[src/rtl/page_xlate.sv]
module page_xlate #(
  parameter int VA_W    = 16,
  parameter int PAGE_W  = 8,
  parameter int PA_W    = 20,
  parameter int MA_W    = 16,
  parameter int ASID_W  = 4,
  parameter int ENTRIES = 8,
  localparam int VPN_W   = VA_W - PAGE_W,
  localparam int FRAME_W = PA_W - PAGE_W,
  localparam int PTE_W   = FRAME_W + 1,
  localparam int LEN_W   = VPN_W + 1,
  localparam int IDX_W   = (ENTRIES > 1) ? $clog2(ENTRIES) : 1
) (
  input  logic              clk,
  input  logic              rst_n,
  input  logic              req_valid,
  output logic              req_ready,
  input  logic [VA_W-1:0]   req_vaddr,
  input  logic [ASID_W-1:0] cfg_asid,
  output logic              rsp_valid,
  output logic [PA_W-1:0]   rsp_paddr,
  output logic              rsp_hit,
  output logic              rsp_fault,
  output logic              mem_req,
  output logic [MA_W-1:0]   mem_addr,
  input  logic              mem_rsp_valid,
  input  logic [PTE_W-1:0]  mem_rsp_data,
  input  logic              flush,
  input  logic              base_we,
  input  logic [MA_W-1:0]   base_wdata,
  input  logic              len_we,
  input  logic [LEN_W-1:0]  len_wdata
);

  typedef enum logic [1:0] {S_IDLE, S_REQ, S_WAIT} st_t;
  st_t st_q;

  logic [MA_W-1:0]    base_q;
  logic [LEN_W-1:0]   len_q;
  logic [ENTRIES-1:0] ent_v;
  logic [VPN_W-1:0]   ent_vpn   [ENTRIES];
  logic [ASID_W-1:0]  ent_asid  [ENTRIES];
  logic [FRAME_W-1:0] ent_frame [ENTRIES];
  logic [IDX_W-1:0]   vict_q;

  logic [VPN_W-1:0]   w_vpn;
  logic [PAGE_W-1:0]  w_off;
  logic [ASID_W-1:0]  w_asid;
  logic               w_stale;

  logic [VPN_W-1:0]   req_vpn;
  logic [PAGE_W-1:0]  req_off;
  logic [ENTRIES-1:0] hit_vec;
  logic [FRAME_W-1:0] hit_frame;
  logic               any_hit, oob, inval, accept, walk_done, refill, pte_ok;

  assign req_vpn   = req_vaddr[VA_W-1:PAGE_W];
  assign req_off   = req_vaddr[PAGE_W-1:0];
  assign oob       = {1'b0, req_vpn} >= len_q;
  assign inval     = flush | base_we | len_we;
  assign req_ready = (st_q == S_IDLE);
  assign accept    = req_valid & req_ready;
  assign pte_ok    = mem_rsp_data[0];
  assign walk_done = (st_q == S_WAIT) & mem_rsp_valid;
  assign refill    = walk_done & pte_ok & ~w_stale & ~inval;

  for (genvar g = 0; g < ENTRIES; g++) begin : g_cmp
    assign hit_vec[g] = ent_v[g] & (ent_vpn[g] == req_vpn) & (ent_asid[g] == cfg_asid);
  end

  assign any_hit = |hit_vec;

  always_comb begin
    hit_frame = '0;
    for (int i = 0; i < ENTRIES; i++)
      if (hit_vec[i]) hit_frame = hit_frame | ent_frame[i];
  end

  assign mem_req  = (st_q == S_REQ);
  assign mem_addr = base_q + MA_W'(w_vpn);

  assign rsp_valid = (req_ready & req_valid & (oob | any_hit)) | walk_done;
  assign rsp_hit   = req_ready & req_valid & ~oob & any_hit;
  assign rsp_fault = (req_ready & req_valid & oob) | (walk_done & ~pte_ok);

  always_comb begin
    rsp_paddr = '0;
    if (rsp_hit)
      rsp_paddr = {hit_frame, req_off};
    else if (walk_done & pte_ok)
      rsp_paddr = {mem_rsp_data[PTE_W-1:1], w_off};
  end

  always_ff @(posedge clk) begin
    if (!rst_n) begin
      st_q    <= S_IDLE;
      w_vpn   <= '0;
      w_off   <= '0;
      w_asid  <= '0;
      w_stale <= 1'b0;
    end else begin
      case (st_q)
        S_IDLE: if (accept && !oob && !any_hit) begin
          st_q    <= S_REQ;
          w_vpn   <= req_vpn;
          w_off   <= req_off;
          w_asid  <= cfg_asid;
          w_stale <= 1'b0;
        end
        S_REQ: begin
          st_q <= S_WAIT;
          if (inval) w_stale <= 1'b1;
        end
        S_WAIT: begin
          if (inval) w_stale <= 1'b1;
          if (mem_rsp_valid) st_q <= S_IDLE;
        end
        default: st_q <= S_IDLE;
      endcase
    end
  end

  always_ff @(posedge clk) begin
    if (!rst_n) begin
      base_q <= '0;
      len_q  <= '0;
    end else begin
      if (base_we) base_q <= base_wdata;
      if (len_we)  len_q  <= len_wdata;
    end
  end

  always_ff @(posedge clk) begin
    if (!rst_n) begin
      ent_v  <= '0;
      vict_q <= '0;
    end else if (inval) begin
      ent_v <= '0;
    end else if (refill) begin
      ent_v[vict_q] <= 1'b1;
      vict_q <= (vict_q == IDX_W'(ENTRIES - 1)) ? '0 : vict_q + 1'b1;
    end
  end

  always_ff @(posedge clk) begin
    if (refill) begin
      ent_vpn[vict_q]   <= w_vpn;
      ent_asid[vict_q]  <= w_asid;
      ent_frame[vict_q] <= mem_rsp_data[PTE_W-1:1];
    end
  end

  p_hit_same_cycle_r2: assert property (@(posedge clk) disable iff (!rst_n)
    (accept && !oob && any_hit) |-> (rsp_valid && rsp_hit && !rsp_fault));

  p_no_read_after_hit_r2: assert property (@(posedge clk) disable iff (!rst_n)
    (accept && any_hit) |=> !mem_req);

  p_single_read_r3: assert property (@(posedge clk) disable iff (!rst_n)
    mem_req |=> !mem_req);

  p_stall_in_walk_r3: assert property (@(posedge clk) disable iff (!rst_n)
    mem_req |-> !req_ready);

  p_no_read_oob_r4: assert property (@(posedge clk) disable iff (!rst_n)
    (accept && oob) |=> (!mem_req && req_ready));

  p_unique_key_r6: assert property (@(posedge clk) disable iff (!rst_n)
    req_valid |-> ($countones(hit_vec) <= 1));

  p_flush_empties_r8: assert property (@(posedge clk) disable iff (!rst_n)
    flush |=> (ent_v == '0));

  p_cfg_empties_r9: assert property (@(posedge clk) disable iff (!rst_n)
    (base_we || len_we) |=> (ent_v == '0));

  p_stale_dropped_r11: assert property (@(posedge clk) disable iff (!rst_n)
    (walk_done && (w_stale || inval)) |=> $stable(vict_q));

endmodule

[config.mk]
export PLATFORM = sky130hd
export DESIGN_NAME = page_xlate
export DESIGN_NICKNAME = d
export VERILOG_FILES = /design/src/rtl/page_xlate.sv
export SDC_FILE = /design/constraint.sdc
export NUM_CORES = 1
export LEC_CHECK = 0
export CORE_UTILIZATION = 50
export DETAILED_ROUTE_END_ITERATION = 10
export DONT_BUFFER_PORTS = 1
export GPL_TIMING_DRIVEN = 0
export PLACE_DENSITY = 0.73
export SYNTH_ARGS = -nofsm -noshare
export SYNTH_HDL_FRONTEND = slang
export SYNTH_SLANG_ARGS = --single-unit
[constraint.sdc]
create_clock -name clk -period 5 [get_ports clk]
set_input_delay 1.5 -clock clk [delete_from_list [all_inputs] [get_ports clk]]
set_output_delay 1.5 -clock clk [all_outputs]
set_load 0.01 [all_outputs]
---- Word level (Yosys, flattened, before mapping) ----
Memory sizes are Yosys's and may differ from the RTL's.
Index checks and enable logic that the tools add are counted.
storage, ports and cells
  RAM bits ................................ 192
  ROM bits ................................ 0
  word-level logic and storage cells ...... 118
  output and inout port bits .............. 41
  flip-flop bits (word level) ............. 59
  memories ................................ 3
  input port bits ......................... 65
  latch bits .............................. 0
memory list
  memory     depth  width  read ports  clocked after Yosys merged registers in  write ports  line  RTL
  ent_frame  8      12     8           0                                        1            43    logic [FRAME_W-1:0] ent_frame [ENTRIES];
  ent_vpn    8      8      8           0                                        1            41    logic [VPN_W-1:0] ent_vpn [ENTRIES];
  ent_asid   8      4      8           0                                        1            42    logic [ASID_W-1:0] ent_asid [ENTRIES];
cells by class
  reduce and logical (&&, ||, !) cells .... 14
  eq/ne operators ......................... 22
  magnitude comparators ................... 3
  bitwise gates (word level) .............. 44
  div/mod/pow operators ................... 0
  muxes and demuxes ....................... 21
  $add $sub $neg .......................... 2
  shift operators ......................... 0
  $mul .................................... 0
operators with widths
  operator                                                    number
  2-to-1 mux 12 bit                                           8
  OR 12 bit                                                   7
  equality test 8 bit                                         8
  2-to-1 mux 20 bit                                           2
  equality test 4 bit                                         8
  AND 1 bit                                                   26
  adder 16 x 8 -> 16 bit                                      1
  >= comparator 8 x 9 -> 1 bit                                1
  OR 8 bit                                                    1
  OR reduction 8 bit                                          1
  one-hot mux 2 bit (3 select lines)                          1
  AND reduction 2 bit                                         3
  2-to-1 mux 1 bit                                            5
  NOT 1 bit                                                   5
  OR 1 bit                                                    5
  less-than comparator 3 x 4 -> 1 bit, second input constant  1
  2-to-1 mux 2 bit                                            2
  inequality test 2 x 1 -> 1 bit, second input constant       2
  OR reduction 2 bit                                          2
  adder 3 x 1 -> 3 bit, second input constant                 1
  demux 1 bit (select 3 bit)                                  1
  equality test 3 bit, second input constant                  1
  >= comparator 3 x 1 -> 1 bit, second input constant         1
  logical AND 1 bit                                           3
  9 further kinds                                             10

---- Longest topological paths before layout ----
  depth in word-level cells ............... 19
  gate-level depth with buffers ........... 11
  gate-level depth less buffers ........... 10

---- Least setup slack after synthesis ----
OpenSTA, ideal clock, no wires.
  kind .................................... input port to flip-flop
  from .................................... in len_we
  to ...................................... mem ent_asid[0][0], enable pin
  stages on the path ...................... 5
  library setup time ...................... 0.469 ns
  buffers on the path ..................... 1
  arrival ................................. 4.918 ns
  path slack .............................. -0.387 ns
  data required time ...................... 4.531 ns
  cells stage by stage .................... clkbuf_1 -> or3_1 -> nor2_1 -> nand2_1 -> nor4_1
between the ends
  word-level cells in the longest chain between the ends .. 5
ends and longest elaborated chain
  item                                    line  RTL
  start, declared                         31    input logic len_we,
  OR 1 bit                                60    assign inval = flush | base_we | len_we;
  NOT 1 bit (no source line)              -
  AND 1 bit                               65    assign refill = walk_done & pte_ok & ~w_stale & ~inval;
  2-to-1 mux 1 bit                        146   if (refill) begin
  2-to-1 mux 1 bit (not written as such)  148   ent_asid[vict_q] <= w_asid;
  end, declared                           42
No other way between the ends.

---- Worst setup path after layout ----
  from .................................... in req_vaddr[11]
  to ...................................... out rsp_paddr[11]
between the ends
  word-level cells in the longest chain between the ends .. 19
  elaborated cells between the ends (all ways) .. 45
  classes of those cells .................. 1 x order compare; 8 x eq/ne; 9 x mux; 26 x bitwise; 1 x reduce/logical
ends and longest elaborated chain
  item                     line  RTL
  start, declared          18    input logic [VA_W-1:0] req_vaddr,
  equality test 8 bit      68    assign hit_vec[g] = ent_v[g] & (ent_vpn[g] == req_vpn) & (ent_asid[g] == cfg_asid);
  AND 1 bit (2 in series)  68
  2-to-1 mux 12 bit        76    if (hit_vec[i]) hit_frame = hit_frame | ent_frame[i];
  OR 12 bit                76
  2-to-1 mux 12 bit        76
  OR 12 bit                76
  2-to-1 mux 12 bit        76
  OR 12 bit                76
  [2 not listed]           -
  2-to-1 mux 12 bit        76
  OR 12 bit                76
  2-to-1 mux 12 bit        76
  OR 12 bit                76
  2-to-1 mux 12 bit        76
  OR 12 bit                76
  2-to-1 mux 12 bit        76
  2-to-1 mux 20 bit *      88    if (rsp_hit)
  end, declared            21    output logic [PA_W-1:0] rsp_paddr,
Every way passes the cells marked *; elsewhere a longest branch is shown, timed or not.

==> impl_results.rst <==
.. list-table::
   :header-rows: 1

   * - Metric
     - Value
   * - H-Tree Depth
     - 1
   * - Vertical die dimension
     - 149 um
   * - Clock tree root buffer cell
     - sky130_fd_sc_hd__clkbuf_16
   * - Final nets
     - 947
   * - Setup repair after global routing missed its margin
     - yes
   * - Count leader, synth
     - sky130_fd_sc_hd__edfxtp_1
   * - Met2 Track Usage GR
     - a little under two fifths
   * - Drt via density
     - 5.77
   * - Area of the core
     - 21000 um^2
   * - Synth-to-layout area growth
     - 18.8%
   * - Final critical delay including setup and external delays
     - 5.08 ns
   * - Slew at the pin with the worst max-slew slack
     - 0.959 ns
   * - Arrival time of the worst setup path
     - approximately 3.6 ns
   * - Count of input and output buffers
     - 0
   * - Routed via count
     - around 6700
   * - Number of standard cells after synthesis
     - 814
   * - Largest area contributor in the netlist
     - sky130_fd_sc_hd__edfxtp_1
   * - Clock Pin Slew Worst Setup and Hold Paths
     - ~0.07 ns
   * - Number of buffers created by CTS
     - 24
   * - Maximum number of buffers from clock root to sink
     - 3
   * - Result of the run
     - finished with violations
   * - Share of synthesized area occupied by flip-flops and latches
     - 64.7%
   * - Post-synthesis area per instance
     - 13.2 um^2
   * - Detailed placer's ending HPWL
     - 16.0 mm
   * - Number of max-slew violations in the final report
     - 0
   * - Top_reg_cell synth
     - sky130_fd_sc_hd__edfxtp_1
   * - Class of the tightest hold or removal check
     - register to register
   * - Clock insertion delay at the later pin of the skew report
     - 0.51 ns
   * - Post-layout utilization of the core
     - 60.7%
   * - Hold Vio Cnt, Final
     - 0
   * - Final setup margin
     - -0.0816 ns
   * - Required @ worst endpoint
     - 3.50 ns
   * - GR peak layer
     - met2
   * - Cell area after synthesis
     - 10700 um^2
   * - Number of setup violations in the final report
     - 20
   * - Starting utilization of the core area
     - 51.1%
   * - Grt total ovfl
     - 0
   * - EDFF count, synth
     - 192
   * - Vias in the first global route
     - 6498
   * - Largest fanout of any net on the critical path
     - 9
   * - Area fraction of the dominant cell type after synthesis
     - 53.7%
   * - Pre-antenna DRT Iters
     - 5
   * - Routability-driven placement congestion ratio
     - 0.791
   * - Startpoint-to-endpoint class of the critical path
     - primary input to output pin
   * - Worst VDD drop
     - 294 uV
   * - # IOs
     - 106
   * - RR Startpoint
     - st_q[0]
   * - Final ANT Viol Nets
     - 0
   * - Violations in the final reports
     - setup timing
   * - List of most frequent post-synthesis cells
     - sky130_fd_sc_hd__edfxtp_1, sky130_fd_sc_hd__xnor2_1, sky130_fd_sc_hd__dfxtp_1
   * - Maximum number of pins on one net before global-route repair
     - 26
   * - Clock tree from TritonCTS
     - yes
   * - Async set or reset register ratio after synthesis
     - 0%
   * - Met1 GRT Util
     - 30.4%
   * - Crit share post-route
     - 102%
   * - Post-detailed-route wirelength per cell
     - approximately 21 um
   * - Die width
     - around 150 um
   * - Final Skew
     - between 0.007 and 0.008 ns
   * - Main area contributors after synthesis
     - sky130_fd_sc_hd__edfxtp_1, sky130_fd_sc_hd__dfxtp_1, sky130_fd_sc_hd__xnor2_1
   * - Number of standard-cell rows in the floorplan
     - 53
   * - Synth Register Bits
     - around 250
   * - Headroom to the max-slew limit
     - a little over a third
   * - Synthesis warning total
     - 0
   * - GR Layer Usage met3
     - 4.02%
   * - Number of distinct library cells after synthesis
     - 46
   * - Leakage component of the power
     - 4.31 nW
   * - Clk sink count
     - 251
   * - Routed wire length
     - roughly 25 mm
   * - Post-synth net total
     - 901
   * - Reported max-cap violation count
     - 0
   * - Floorplan die area
     - 22100 um^2
   * - Number of antenna violations at the first check in global routing
     - 0
   * - Overall track demand over capacity in global routing
     - 22.3%
   * - Share of final-layout standard cells stronger than drive strength 1
     - roughly 15%
   * - Beginning of the critical path
     - req_vaddr[11]
   * - Hold Crit Start
     - ent_v[6]
   * - Kind of launch point of the worst setup path
     - primary input
   * - Element type at the critical path end
     - output pin
   * - Antenna diodes
     - 0
   * - Wire length of the first global-routing pass
     - 37.1 mm
   * - Total power
     - 4.56 mW
   * - First DRT Iteration DRCs
     - 594
   * - Count of unresolved DRC violations after routing
     - 0
   * - Max Fclk
     - 197 MHz
   * - Power per cell area
     - approximately 360 nW/um^2
## sequential cells by signal (all words and copies together) (netlist names), 2 cells and up
| signal | cells |
|---|---|
| base_q | 16 |
| ent_asid | 32 |
| ent_frame | 96 |
| ent_v | 8 |
| ent_vpn | 64 |
| len_q | 9 |
| st_q | 2 |
| vict_q | 3 |
| w_asid | 4 |
| w_off | 8 |
| w_vpn | 8 |
## metrics by stage
stage | setup slack [ns] | hold slack, ns | cell area (um^2) | instances | setup TNS [ns]
after floorplan | 0.208 | 0.440 | 10700 | 814 | 0
after global placement | -1.56 | 0.449 | 11100 | 1089 | -166.34
after detailed placement | -0.829 | 0.460 | 11300 | 1100 | -14.63
after CTS | -0.0297 | 0.474 | 12500 | 1145 | -0.341
after global routing | -0.129 | 0.498 | 12800 | 1153 | -2.20
final | -0.0816 | 0.481 | 12800 | 1153 | -0.994
## layout make-up
cell class,instances,area [um^2]
plain buffers,42,328
clock buffers,36,717
clock inverters,8,141
fillers,1522,8260
inverters,29,109
multi-input cells,492,3920
flip-flops and latches,251,6950
well taps,275,344
repair buffers,20,262
## path summary, 6_finish.rpt
kind,endpoint,slack [ns],cells after the start
worst max-delay path,rsp_paddr[11],-0.08,9
worst min-delay path,ent_v[6],0.48,2
worst max register to register,ent_vpn[1][0],2.08,8
worst min register to register,ent_v[6],0.48,2
## where the power goes
part | total, mW | switching (mW) | internal [mW]
combinational | 0.290 | 0.174 | 0.116
sequential | 2.33 | 0.0463 | 2.28
clock | 1.94 | 0.744 | 1.20
total | 4.56 | 0.964 | 3.59
## cells by family (layout without fill, tap and decap cells)
kind of cell | count (synthesis) | after routing | synth area share, %
buffers and inverters | 71 | 135 | 3.30
flip-flops | 251 | 251 | 64.7
adder cells (fa/ha/maj) | 22 | 22 | 2.63
XOR/XNOR | 109 | 109 | 8.89
AO/OA/AOI/OAI | 126 | 126 | 7.53
multiplexers | 46 | 46 | 4.29
AND/OR/NAND/NOR | 189 | 189 | 8.69
## layout by cell type (no fill, tap or decap), drive strengths merged, types with 2 or more instances in the layout
cell type and instances:
edfxtp 192, xnor2 104, clkbuf 63, dfxtp 59, nor2 53, a22oi 48, mux2i 46, nand2 43
buf 35, a21oi 33, nand3 31, inv 29, o21ai 28, ha 21, nand4 17, and4 12
nor4 9, nor3 7, xor2 5, nand2b 4, a21o 4, and3 4, bufinv 4, clkinv 3
nor3b 2, a41o 2, or4 2, and2 2
## worst max-delay path, stage by stage
cell,delay [ns]
sky130_fd_sc_hd__buf_8,0.13
sky130_fd_sc_hd__xnor2_2,0.14
sky130_fd_sc_hd__nand4_1,0.17
sky130_fd_sc_hd__nor4_4,0.10
sky130_fd_sc_hd__or4_4,0.59
sky130_fd_sc_hd__o211ai_1,0.21
sky130_fd_sc_hd__buf_4,0.23
sky130_fd_sc_hd__clkbuf_16,0.21
sky130_fd_sc_hd__mux2i_4,0.28
## what timing repair did
action / 4_1_cts / 5_1_grt
hold buffers: 0 / 0
setup endpoints to repair: 22 / 23
gates resized for setup: 71 / 25
pin swaps: 5 / 14
setup buffers: 1 / 5
cloned: 0 / 4
## routing by layer
metal / routed length, um / part of all wire (%) / up-vias
met5: 0 / 0 / -
met4: 454 / 1.8 / 0
met3: 1920 / 7.8 / 34
met2: 12000 / 49 / 267
met1: 10200 / 42 / 3272
li1: - / - / 3080
No activity file was read; power rests on OpenSTA's default activity.
